`src/rtl/sigmd_pkg.sv`:
```
`timescale 1ns/1ps
package sigmd_pkg;

    localparam int DEF_DEPTH   = 12;
    localparam int DEF_SIG_W   = 16;
    localparam int DEF_TIMEOUT = 4000;
    localparam int DEF_HOLD    = 8;

    // What happens to a packet signature presented in a given cycle
    typedef enum logic [2:0] {
        PK_IDLE,
        PK_BUF_HIT,
        PK_LA_HIT,
        PK_PARK,
        PK_COLLIDE
    } pk_fate_e;

    // Counter width able to hold values 0 .. lim-1
    function automatic int cnt_width(input int lim);
        return (lim < 2) ? 1 : $clog2(lim);
    endfunction

endpackage

```
`src/rtl/sigmd_lowest.sv`:
```
`timescale 1ns/1ps
module sigmd_lowest #(
    parameter int N = 4
) (
    input  logic [N-1:0] req_i,
    output logic [N-1:0] gnt_o,
    output logic         any_o
);
    always_comb begin
        logic found;
        found = 1'b0;
        gnt_o = '0;
        for (int i = 0; i < N; i++) begin
            if (req_i[i] && !found) begin
                gnt_o[i] = 1'b1;
                found    = 1'b1;
            end
        end
        any_o = found;
    end
endmodule

```
`src/rtl/sigmd_entry.sv`:
```
`timescale 1ns/1ps
module sigmd_entry
    import sigmd_pkg::*;
#(
    parameter int SIG_W   = DEF_SIG_W,
    parameter int TIMEOUT = DEF_TIMEOUT
) (
    input  logic             clk_i,
    input  logic             rst_i,
    input  logic             store_i,
    input  logic [SIG_W-1:0] store_sig_i,
    input  logic             retire_i,
    output logic             valid_o,
    output logic [SIG_W-1:0] sig_o,
    output logic             expire_o
);
    localparam int             CW   = cnt_width(TIMEOUT);
    localparam logic [CW-1:0]  LAST = CW'(TIMEOUT - 1);

    logic             valid_q;
    logic [SIG_W-1:0] sig_q;
    logic [CW-1:0]    age_q;

    assign valid_o  = valid_q;
    assign sig_o    = sig_q;
    assign expire_o = valid_q && !retire_i && (age_q == LAST);

    always_ff @(posedge clk_i) begin
        if (rst_i) begin
            valid_q <= 1'b0;
            sig_q   <= '0;
            age_q   <= '0;
        end else if (store_i) begin
            valid_q <= 1'b1;
            sig_q   <= store_sig_i;
            age_q   <= '0;
        end else if (retire_i || expire_o) begin
            valid_q <= 1'b0;
            age_q   <= '0;
        end else if (valid_q) begin
            age_q   <= age_q + 1'b1;
        end
    end

    // The selector above must only free an occupied slot
    assert_retire_occupied_R2: assert property (@(posedge clk_i) disable iff (rst_i)
        retire_i |-> valid_q);

    // A slot may only be written when it is empty or being freed this cycle
    assert_store_into_free_R3: assert property (@(posedge clk_i) disable iff (rst_i)
        store_i |-> (!valid_q || retire_i || expire_o));
endmodule

```
`src/rtl/sigmd_hold.sv`:
```
`timescale 1ns/1ps
module sigmd_hold
    import sigmd_pkg::*;
#(
    parameter int SIG_W = DEF_SIG_W,
    parameter int HOLD  = DEF_HOLD
) (
    input  logic             clk_i,
    input  logic             rst_i,
    input  logic             load_i,
    input  logic [SIG_W-1:0] load_sig_i,
    input  logic             consume_i,
    output logic             valid_o,
    output logic [SIG_W-1:0] sig_o,
    output logic             expire_o
);
    localparam int            AW   = cnt_width(HOLD);
    localparam logic [AW-1:0] LAST = AW'(HOLD - 1);

    logic             valid_q;
    logic [SIG_W-1:0] sig_q;
    logic [AW-1:0]    age_q;

    assign valid_o  = valid_q;
    assign sig_o    = sig_q;
    assign expire_o = valid_q && !consume_i && (age_q == LAST);

    always_ff @(posedge clk_i) begin
        if (rst_i) begin
            valid_q <= 1'b0;
            sig_q   <= '0;
            age_q   <= '0;
        end else if (load_i) begin
            valid_q <= 1'b1;
            sig_q   <= load_sig_i;
            age_q   <= '0;
        end else if (consume_i || expire_o) begin
            valid_q <= 1'b0;
            age_q   <= '0;
        end else if (valid_q) begin
            age_q   <= age_q + 1'b1;
        end
    end

    // A late pairing can only consume a parked signature
    assert_consume_parked_R7: assert property (@(posedge clk_i) disable iff (rst_i)
        consume_i |-> valid_q);

    // Parking never overwrites a live signature
    assert_park_no_clobber_R8: assert property (@(posedge clk_i) disable iff (rst_i)
        load_i |-> (!valid_q || consume_i || expire_o));
endmodule

```
`src/rtl/sig_match_detector.sv`:
```
`timescale 1ns/1ps
module sig_match_detector
    import sigmd_pkg::*;
#(
    parameter int DEPTH   = DEF_DEPTH,
    parameter int SIG_W   = DEF_SIG_W,
    parameter int TIMEOUT = DEF_TIMEOUT,
    parameter int HOLD    = DEF_HOLD
) (
    input  logic             clk_i,
    input  logic             rst_i,
    input  logic             la_valid_i,
    input  logic [SIG_W-1:0] la_sig_i,
    input  logic             pk_valid_i,
    input  logic [SIG_W-1:0] pk_sig_i,
    input  logic             err_clear_i,
    output logic             match_o,
    output logic             err_o,
    output logic             full_o
);
    logic [DEPTH-1:0] valid_v, hit_v, retire_v, expire_v, free_v, grant_v, store_v;
    logic [SIG_W-1:0] sig_a [DEPTH];
    logic             pk_hit, has_free, pk_la, la_store, overflow;
    logic             h_valid, h_expire, h_consume;
    logic [SIG_W-1:0] h_sig;
    pk_fate_e         fate;
    logic             err_set, match_d;
    logic             err_q, match_q;

    // ---------------- pool of pending look-ahead signatures
    for (genvar g = 0; g < DEPTH; g++) begin : g_slot
        sigmd_entry #(.SIG_W(SIG_W), .TIMEOUT(TIMEOUT)) u_entry (
            .clk_i       (clk_i),
            .rst_i       (rst_i),
            .store_i     (store_v[g]),
            .store_sig_i (la_sig_i),
            .retire_i    (retire_v[g]),
            .valid_o     (valid_v[g]),
            .sig_o       (sig_a[g]),
            .expire_o    (expire_v[g])
        );
        assign hit_v[g] = pk_valid_i && valid_v[g] && (sig_a[g] == pk_sig_i);
    end

    // lowest-numbered hit is the one retired
    sigmd_lowest #(.N(DEPTH)) u_hit_pick (
        .req_i (hit_v),
        .gnt_o (retire_v),
        .any_o (pk_hit)
    );

    // slots freed this cycle count as free for an arriving signature
    assign free_v = ~valid_v | retire_v | expire_v;

    sigmd_lowest #(.N(DEPTH)) u_free_pick (
        .req_i (free_v),
        .gnt_o (grant_v),
        .any_o (has_free)
    );

    // ---------------- side register for an early packet signature
    sigmd_hold #(.SIG_W(SIG_W), .HOLD(HOLD)) u_hold (
        .clk_i      (clk_i),
        .rst_i      (rst_i),
        .load_i     (fate == PK_PARK),
        .load_sig_i (pk_sig_i),
        .consume_i  (h_consume),
        .valid_o    (h_valid),
        .sig_o      (h_sig),
        .expire_o   (h_expire)
    );

    // ---------------- pairing decisions
    assign pk_la     = pk_valid_i && !pk_hit && la_valid_i && (la_sig_i == pk_sig_i);
    assign h_consume = la_valid_i && !pk_la && h_valid && (la_sig_i == h_sig);
    assign la_store  = la_valid_i && !pk_la && !h_consume;
    assign overflow  = la_store && !has_free;
    assign store_v   = grant_v & {DEPTH{la_store}};

    always_comb begin
        if (!pk_valid_i)                          fate = PK_IDLE;
        else if (pk_hit)                          fate = PK_BUF_HIT;
        else if (pk_la)                           fate = PK_LA_HIT;
        else if (!h_valid || h_consume || h_expire) fate = PK_PARK;
        else                                      fate = PK_COLLIDE;
    end

    assign err_set = (|expire_v) || overflow || h_expire || (fate == PK_COLLIDE);
    assign match_d = (fate == PK_BUF_HIT) || (fate == PK_LA_HIT) || h_consume;

    always_ff @(posedge clk_i) begin
        if (rst_i) begin
            err_q   <= 1'b0;
            match_q <= 1'b0;
        end else begin
            match_q <= match_d;
            if (err_set)          err_q <= 1'b1;
            else if (err_clear_i) err_q <= 1'b0;
        end
    end

    assign match_o = match_q;
    assign err_o   = err_q;
    assign full_o  = &valid_v;

    // ---------------- properties
    assert_hit_pulses_R2: assert property (@(posedge clk_i) disable iff (rst_i)
        (pk_valid_i && |hit_v) |=> match_o);

    assert_single_retire_R3: assert property (@(posedge clk_i) disable iff (rst_i)
        $onehot0(retire_v) && ((retire_v & ~hit_v) == '0));

    assert_timeout_flags_R4: assert property (@(posedge clk_i) disable iff (rst_i)
        (|expire_v) |=> err_o);

    assert_no_overflow_R5: assert property (@(posedge clk_i) disable iff (rst_i)
        (la_store && full_o && ((retire_v | expire_v) == '0)) |=> err_o);

    assert_err_sticky_R9: assert property (@(posedge clk_i) disable iff (rst_i)
        (err_o && !err_clear_i) |=> err_o);
endmodule

```
`config.mk`:
```
export PLATFORM = sky130hd
export DESIGN_NAME = sig_match_detector
export DESIGN_NICKNAME = d
export VERILOG_FILES = /design/src/rtl/sigmd_pkg.sv /design/src/rtl/sigmd_lowest.sv /design/src/rtl/sigmd_entry.sv /design/src/rtl/sigmd_hold.sv /design/src/rtl/sig_match_detector.sv
export SDC_FILE = /design/constraint.sdc
export NUM_CORES = 1
export LEC_CHECK = 0
export BUFFER_PORTS_ARGS = -buffer_cell sky130_fd_sc_hd__buf_4
export CAP_MARGIN = 15
export CORE_MARGIN = 3
export CORE_UTILIZATION = 55
export CTS_CLUSTER_SIZE = 28
export DETAILED_ROUTE_END_ITERATION = 10
export MAX_ROUTING_LAYER = met4
export PLACE_DENSITY = 0.71
export SLEW_MARGIN = 20
export SYNTH_ARGS = -nofsm -noshare
export SYNTH_HDL_FRONTEND = slang
export SYNTH_SLANG_ARGS = --single-unit
```
`constraint.sdc`:
```
create_clock -name clk_i -period 4.2 [get_ports clk_i]
set_clock_uncertainty 0.2 [all_clocks]
set_input_delay 0.42 -clock clk_i [delete_from_list [all_inputs] [get_ports clk_i]]
set_output_delay 0.42 -clock clk_i [all_outputs]
set_load 0.01 [all_outputs]
```
=== Word level (Yosys, flattened, before mapping) ===
Cells that the tools add are included.

* Logic and storage cells: 334
* Bits in registers: 370

* $add $sub $neg: 13
* Bitwise gates (word level): 4
* Equal/unequal tests: 31
* Reductions and logical operators: 167
* Multiplexer cells: 78

{| class="wikitable"
|+ Operators by type and width
! kind !! count
|-
| $eq A16 B16 Y1 || 14
|-
| $add A12 B1 Y12 const B || 12
|-
| $eq A12 B12 Y1 const B || 12
|-
| $logic_and A1 B1 Y1 || 80
|-
| $mux W1 || 74
|-
| $reduce_or A3 Y1 || 13
|-
| $logic_not A1 Y1 || 38
|-
| $reduce_bool A2 Y1 || 14
|-
| $or A12 B12 Y12 || 2
|-
| $logic_or A1 B1 Y1 || 20
|-
| $and A12 B12 Y12 || 1
|-
| $mux W3 || 4
|-
| $not A12 Y12 || 1
|-
| $reduce_and A12 Y1 || 1
|-
| $reduce_or A12 Y1 || 1
|-
| $eq A3 B2 Y1 const B || 2
|-
| $eq A3 B3 Y1 const B || 2
|-
| $add A3 B1 Y3 const B || 1
|-
| $eq A3 B1 Y1 const B || 1
|}

=== Logic depth before layout (Yosys ltp) ===
* Depth after elaboration: 80
* Depth in mapped cells: 15
* Depth with buffers taken out: 11

=== Modules after synthesis ===
Synthesis repeated with hierarchy kept, for this count alone.

* Cell total of the unflattened synthesis: 1968
* Area total of the unflattened synthesis: 19069.5 um^2

{| class="wikitable"
|+ Modules (own cells, without submodules)
! module !! times used !! cells each !! area each (um^2)
|-
| sigmd_entry at g_slot[0].u_entry ... || 11 || 121 || 1241.2
|-
| sig_match_detector || 1 || 399 || 3054.2
|-
| sigmd_entry at g_slot[9].u_entry || 1 || 122 || 1242.4
|-
| sigmd_hold || 1 || 70 || 764.5
|-
| sigmd_lowest || 2 || 23 || 177.7
|}

=== Worst setup path before layout ===
Ideal clock, no wire load.

* Kind: input -> register
* From: in pk_sig_i[1]
* To: reg g_slot[11].u_entry.sig_q[10]
* Slack: 1.023 ns
* Stages: 13
* Library setup time: 0.128 ns
* Buffers on the path: 3
* Required time: 3.872 ns
* Arrival: 2.849 ns
* Cells stage by stage: buf_4 xor2_1 nor4_2 nand4_1 nor3_4 nor3b_1 a21o_1 nand4bb_4 nor4b_2 buf_4 buf_8 mux2i_1 nor2_1

* Longest elaborated chain between the ends: 47

{| class="wikitable"
|+ RTL lines
! what !! line !! source
|-
| from (decl) || sig_match_detector.sv:15 || <nowiki>input logic [SIG_W-1:0] pk_sig_i,</nowiki>
|-
| $eq A16 B16 Y1 || sig_match_detector.sv:42 || <nowiki>assign hit_v[g] = pk_valid_i && valid_v[g] && (sig_a[g] == pk_sig_i);</nowiki>
|-
| $logic_and A1 B1 Y1 || sig_match_detector.sv:42 ||
|-
| $mux W1 || sigmd_lowest.sv:14 || <nowiki>if (req_i[i] && !found) begin</nowiki>
|-
| $logic_not A1 Y1 || sigmd_lowest.sv:14, sigmd_entry.sv:26 ||
|-
| $logic_and A1 B1 Y1 || sigmd_lowest.sv:14 ||
|-
| $mux W1 || sigmd_lowest.sv:14 ||
|-
| $logic_not A1 Y1 || sigmd_lowest.sv:14 ||
|-
| $logic_and A1 B1 Y1 || sigmd_lowest.sv:14 ||
|-
| [28 not listed] || n/a ||
|-
| $logic_not A1 Y1 || sig_match_detector.sv:74 || <nowiki>assign pk_la = pk_valid_i && !pk_hit && la_valid_i && (la_sig_i == pk_sig_i);</nowiki>
|-
| $logic_and A1 B1 Y1 (3 in a row) || sig_match_detector.sv:74 ||
|-
| $logic_not A1 Y1 || sig_match_detector.sv:75, sig_match_detector.sv:76 ||
|-
| $logic_and A1 B1 Y1 || sig_match_detector.sv:75, sig_match_detector.sv:76 ||
|-
| $logic_and A1 B1 Y1 (2 in a row) || sig_match_detector.sv:75 || <nowiki>assign h_consume = la_valid_i && !pk_la && h_valid && (la_sig_i == h_sig);</nowiki>
|-
| $logic_not A1 Y1 || sig_match_detector.sv:76 || <nowiki>assign la_store = la_valid_i && !pk_la && !h_consume;</nowiki>
|-
| $logic_and A1 B1 Y1 || sig_match_detector.sv:76 ||
|-
| $and A12 B12 Y12 (*) || sig_match_detector.sv:78 || <nowiki>assign store_v = grant_v & {DEPTH{la_store}};</nowiki>
|-
| to (signal assigned) || sigmd_entry.sv:35 || <nowiki>sig_q <= store_sig_i;</nowiki>
|-
| to (decl) || sigmd_entry.sv:21 || <nowiki>logic [SIG_W-1:0] sig_q;</nowiki>
|}

Every way passes the cells marked *; elsewhere a longest branch is shown, timed or not.
A chain may end at the register's enable or synchronous reset.

=== Worst setup path in the final report ===
* From: reg g_slot[3].u_entry.sig_q[1]
* To: reg err_q, in the netlist err_o

* Longest elaborated chain between the ends: 47

{| class="wikitable"
|+ RTL lines
! what !! line !! source
|-
| from (decl) || sigmd_entry.sv:21 ||
|-
| from (signal assigned) || sigmd_entry.sv:35 ||
|-
| $eq A16 B16 Y1 (*) || sig_match_detector.sv:42 ||
|-
| $logic_and A1 B1 Y1 (*) || sig_match_detector.sv:42 ||
|-
| $logic_and A1 B1 Y1 (*) || sigmd_lowest.sv:14 ||
|-
| $mux W1 || sigmd_lowest.sv:14 ||
|-
| $logic_not A1 Y1 || sigmd_lowest.sv:14 ||
|-
| $logic_and A1 B1 Y1 || sigmd_lowest.sv:14 ||
|-
| $mux W1 || sigmd_lowest.sv:14 ||
|-
| $logic_not A1 Y1 || sigmd_lowest.sv:14 ||
|-
| [31 not listed] || n/a ||
|-
| $logic_or A1 B1 Y1 || sig_match_detector.sv:84 || <nowiki>else if (!h_valid || h_consume || h_expire) fate = PK_PARK;</nowiki>
|-
| $mux W3 || sig_match_detector.sv:84 ||
|-
| $mux W3 || sig_match_detector.sv:83 || <nowiki>else if (pk_la) fate = PK_LA_HIT;</nowiki>
|-
| $mux W3 || sig_match_detector.sv:82 || <nowiki>else if (pk_hit) fate = PK_BUF_HIT;</nowiki>
|-
| $mux W3 || sig_match_detector.sv:81 || <nowiki>if (!pk_valid_i) fate = PK_IDLE;</nowiki>
|-
| $eq A3 B3 Y1 || sig_match_detector.sv:88 || <nowiki>assign err_set = (|expire_v) || overflow || h_expire || (fate == PK_COLLIDE);</nowiki>
|-
| $logic_or A1 B1 Y1 (*) || sig_match_detector.sv:88 ||
|-
| $mux W1 or $reduce_bool A2 Y1 (tied branches) || n/a ||
|-
| to (signal assigned) || sig_match_detector.sv:93 || <nowiki>err_q <= 1'b0;</nowiki>
|-
| to (signal assigned) || sig_match_detector.sv:97 || <nowiki>if (err_set) err_q <= 1'b1;</nowiki>
|-
| to (signal assigned) || sig_match_detector.sv:98 || <nowiki>else if (err_clear_i) err_q <= 1'b0;</nowiki>
|-
| to (decl) || sig_match_detector.sv:28 || <nowiki>logic err_q, match_q;</nowiki>
|}

Marks and branches as above.

==> impl_metrics.yaml <==
sta:
  hold_viol_final: 0
  max_slew_margin_pct: 33.0
  setup_viol: 0
  period_share_pct: 88.9
  min_period_ns: 3.73
  finalMaxSlewViolations: 0
  tns_ns: 0
  fmax_mhz: 268
  rsz0062_at_grt: "false"
  holdWs_ns: 0.118
  max_slew.worst_pin.slew_ns: 1.00
floorplan:
  start_util_pct: 56.5
  num_rows: 65
  die-height_um: 187
  design.die.area_um2: 35000
  coreArea_um2: 32000
  ios: 40
  die_w_um: 187
detailed_routing:
  num_vias: 13400
  wl_per_cell_um: 18.1
  ant_nets: 0
  drt_wl_total_mm: 43.5
  routed_via_density: 5.57
  drt_iter0_markers: 915
  drcViolationCount: 0
  first_pass_iters: 6
place:
  numPortBuffers: 39
  place_area_um2: 18400
  placed_cells: 2338
  hpwl_mm: 29.1
  gp_congestion: 0.910
power_and_ir_drop:
  power_density_nw_per_um2: 383
  clkPwrFrac_pct: 46.8
  leakagePower_nw: 7.80
  seqPwrFrac_pct: 47.2
  pwr-share-comb_pct: 6.0
  switchingPower_mw: 1.72
  ir_drop_uv: 327
  power_mw: 7.57
  p_int_mw: 5.86
  p_sw_share_pct: 22.7
synth:
  postSynth.asyncResetShare_pct: 0
  synth_edf_count: 0
  yosysSeqAreaShare_pct: 41.0
  syn_inst: 1960
  syn-cell-area_um2: 18100
  yosys-top-cells-area: "dfxtp_1, xor2_1, mux2i_1"
  synth_area_leader_cell: "dfxtp_1"
  ys_seq_elements: 370
  syn_nets: 2011
  ys_warn_count: 0
  syn_avg_cell_area_um2: 9.21
  synth_top_area_share_pct: 41.0
  synth_cell_type_count: 64
  synth_flop_cell: "dfxtp_1"
finish:
  final_area_um2: 19800
  final_cell_mix: "nor2_1, dfxtp_1, xor2_1, mux2i_1, xnor2_1"
  drive_gt1_share_pct: 8.27
  insertedDiodeCount: 0
  fillers: 2716
  fin_nets: 1996
  area_delta_synth_final_pct: 9.54
  finalNonFillerCells: 2407
  final_common_cell: "nor2_1"
grt:
  grt_max_degree: 130
  track_usage_pct: 25.2
  overflow: 0
  first_global_vias: 13200
  grt_pass1_wl_mm: 70.3
  antenna_found_initial: 0
clocking:
  cts_resized: 0
  clock_latency_ns: 0.53
  numCtsBuffers: 40
  clock_path_buffers: 3
  cts_setup_buffers: 0
  path_clk_slew_ns: 0.06
  root_buffer: "clkbuf_16"
  cts_max_level: 2
  tritoncts: "built"
  cts-hold-fix-buffers: 0
  clock-sinks: 370
setup_path:
  critPathKind: "flop to flop"
  critPathBufInv: 0
  required_ns: 4.44
  slowest_stage: "nor4_1"
  worstPathMaxFanout: 9
  cp_top_family: "simple AND/OR/NAND/NOR gates"
  cpPeakStageDelay_ns: 0.62
  end_kind: "flop"
  start_kind: "flop"
  crit_arrival_ns: 3.97
  path_cells: "xor2_1 > nor4_1 > nand4_1 > or3_1 > and4_1 > nand4_2 > o2111ai_2 > or2_1 > or4_1 > o211ai_1"
run_status:
  status: "complete, no violations"
hold_path:
  min_path_type: "input pin to flop"
job:
  cap_violations: 0
## sequential cells by signal, indices dropped and copies added (netlist names)
| signal | count |
|---|---|
| u_hold.age_q | 3 |
| err_o | 1 |
| g_slot.u_entry.sig_o | 192 |
| match_o | 1 |
| u_hold.sig_o | 16 |
| g_slot.u_entry.valid_o | 12 |
| u_hold.valid_o | 1 |
| g_slot.u_entry.age_q | 144 |
## power by group through the flow
stage                     Clock (mW)  Sequential (mW)  Combinational, mW
after floorplan                    0             3.64              0.338
after CTS                       3.61             3.57              0.450
after global routing            3.75             3.57              0.489
after global placement             0             3.65              0.441
final                           3.55             3.57              0.455
after detailed placement           0             3.65              0.447
## Yosys cell counts (all sizes together) (5+ instances only)
master / n
and2: 6
nand2: 93
nor2: 410
xor2: 256
buf: 73
o21ai: 5
ha: 14
mux2i: 222
nor3b: 5
nor4: 54
nand3: 74
nand4: 64
dfxtp: 370
nor3: 34
o211ai: 7
nand2b: 10
inv: 13
or3: 8
xnor2: 99
a21oi: 21
clkbuf: 49
and3: 18
nand4b: 8
nand3b: 6
and4: 5
## layout make-up
cell class	instances	area, µm²	area share [%]
inverters	13	48.8	0.247
repair buffers	65	554	2.80
well taps	435	544	2.75
flip-flops and latches	370	7410	37.5
clock inverters	6	91.3	0.462
clock buffers	63	1250	6.32
multi-input cells	1455	9880	50.0
## logic make-up after synthesis
logic type | share of synthesized area, %
AND/OR/NAND/NOR | 22.3
AO/OA/AOI/OAI | 1.70
flip-flops | 41.0
adder cells (fa/ha/maj) | 0.970
buffers and inverters | 4.42
multiplexers | 12.3
XOR/XNOR | 17.2
## worst reg2reg max path: cells and delay by family, from the launching register on
family	cells	cell delay (ns)
AND/OR/NAND/NOR	7	2.53
flip-flops	1	0.32
AO/OA/AOI/OAI	2	0.45
XOR/XNOR	1	0.16
## worst paths after layout
| path | from | endpoint | slack, ns | cells past startpoint |
|---|---|---|---|---|
| worst max register to register | g_slot[3].u_entry.sig_o[1] | err_o | 0.47 | 10 |
| worst max-delay path | g_slot[3].u_entry.sig_o[1] | err_o | 0.47 | 10 |
| worst min register to register | g_slot[6].u_entry.age_q[11] | g_slot[6].u_entry.age_q[11] | 0.30 | 2 |
| worst min-delay path | la_sig_i[6] | g_slot[9].u_entry.sig_o[6] | 0.12 | 3 |
## through the flow
stage	setup WS, ns	util [%]
2_1_floorplan	1.02	-
3_3_place_gp	0.268	57.6
3_5_place_dp	0.177	57.6
4_1_cts	0.482	61.8
5_1_grt	0.352	61.9
6_report	0.466	61.9
## routing by layer
metal	vias to the layer above	part of all wire [%]	global-route usage [%]
li1	6531	-	-
met1	6427	45	33.1
met2	358	47	40.9
met3	98	5.2	2.74
met4	0	3.1	8.23
met5	-	0	-
Power figures use the tool's default switching activity.
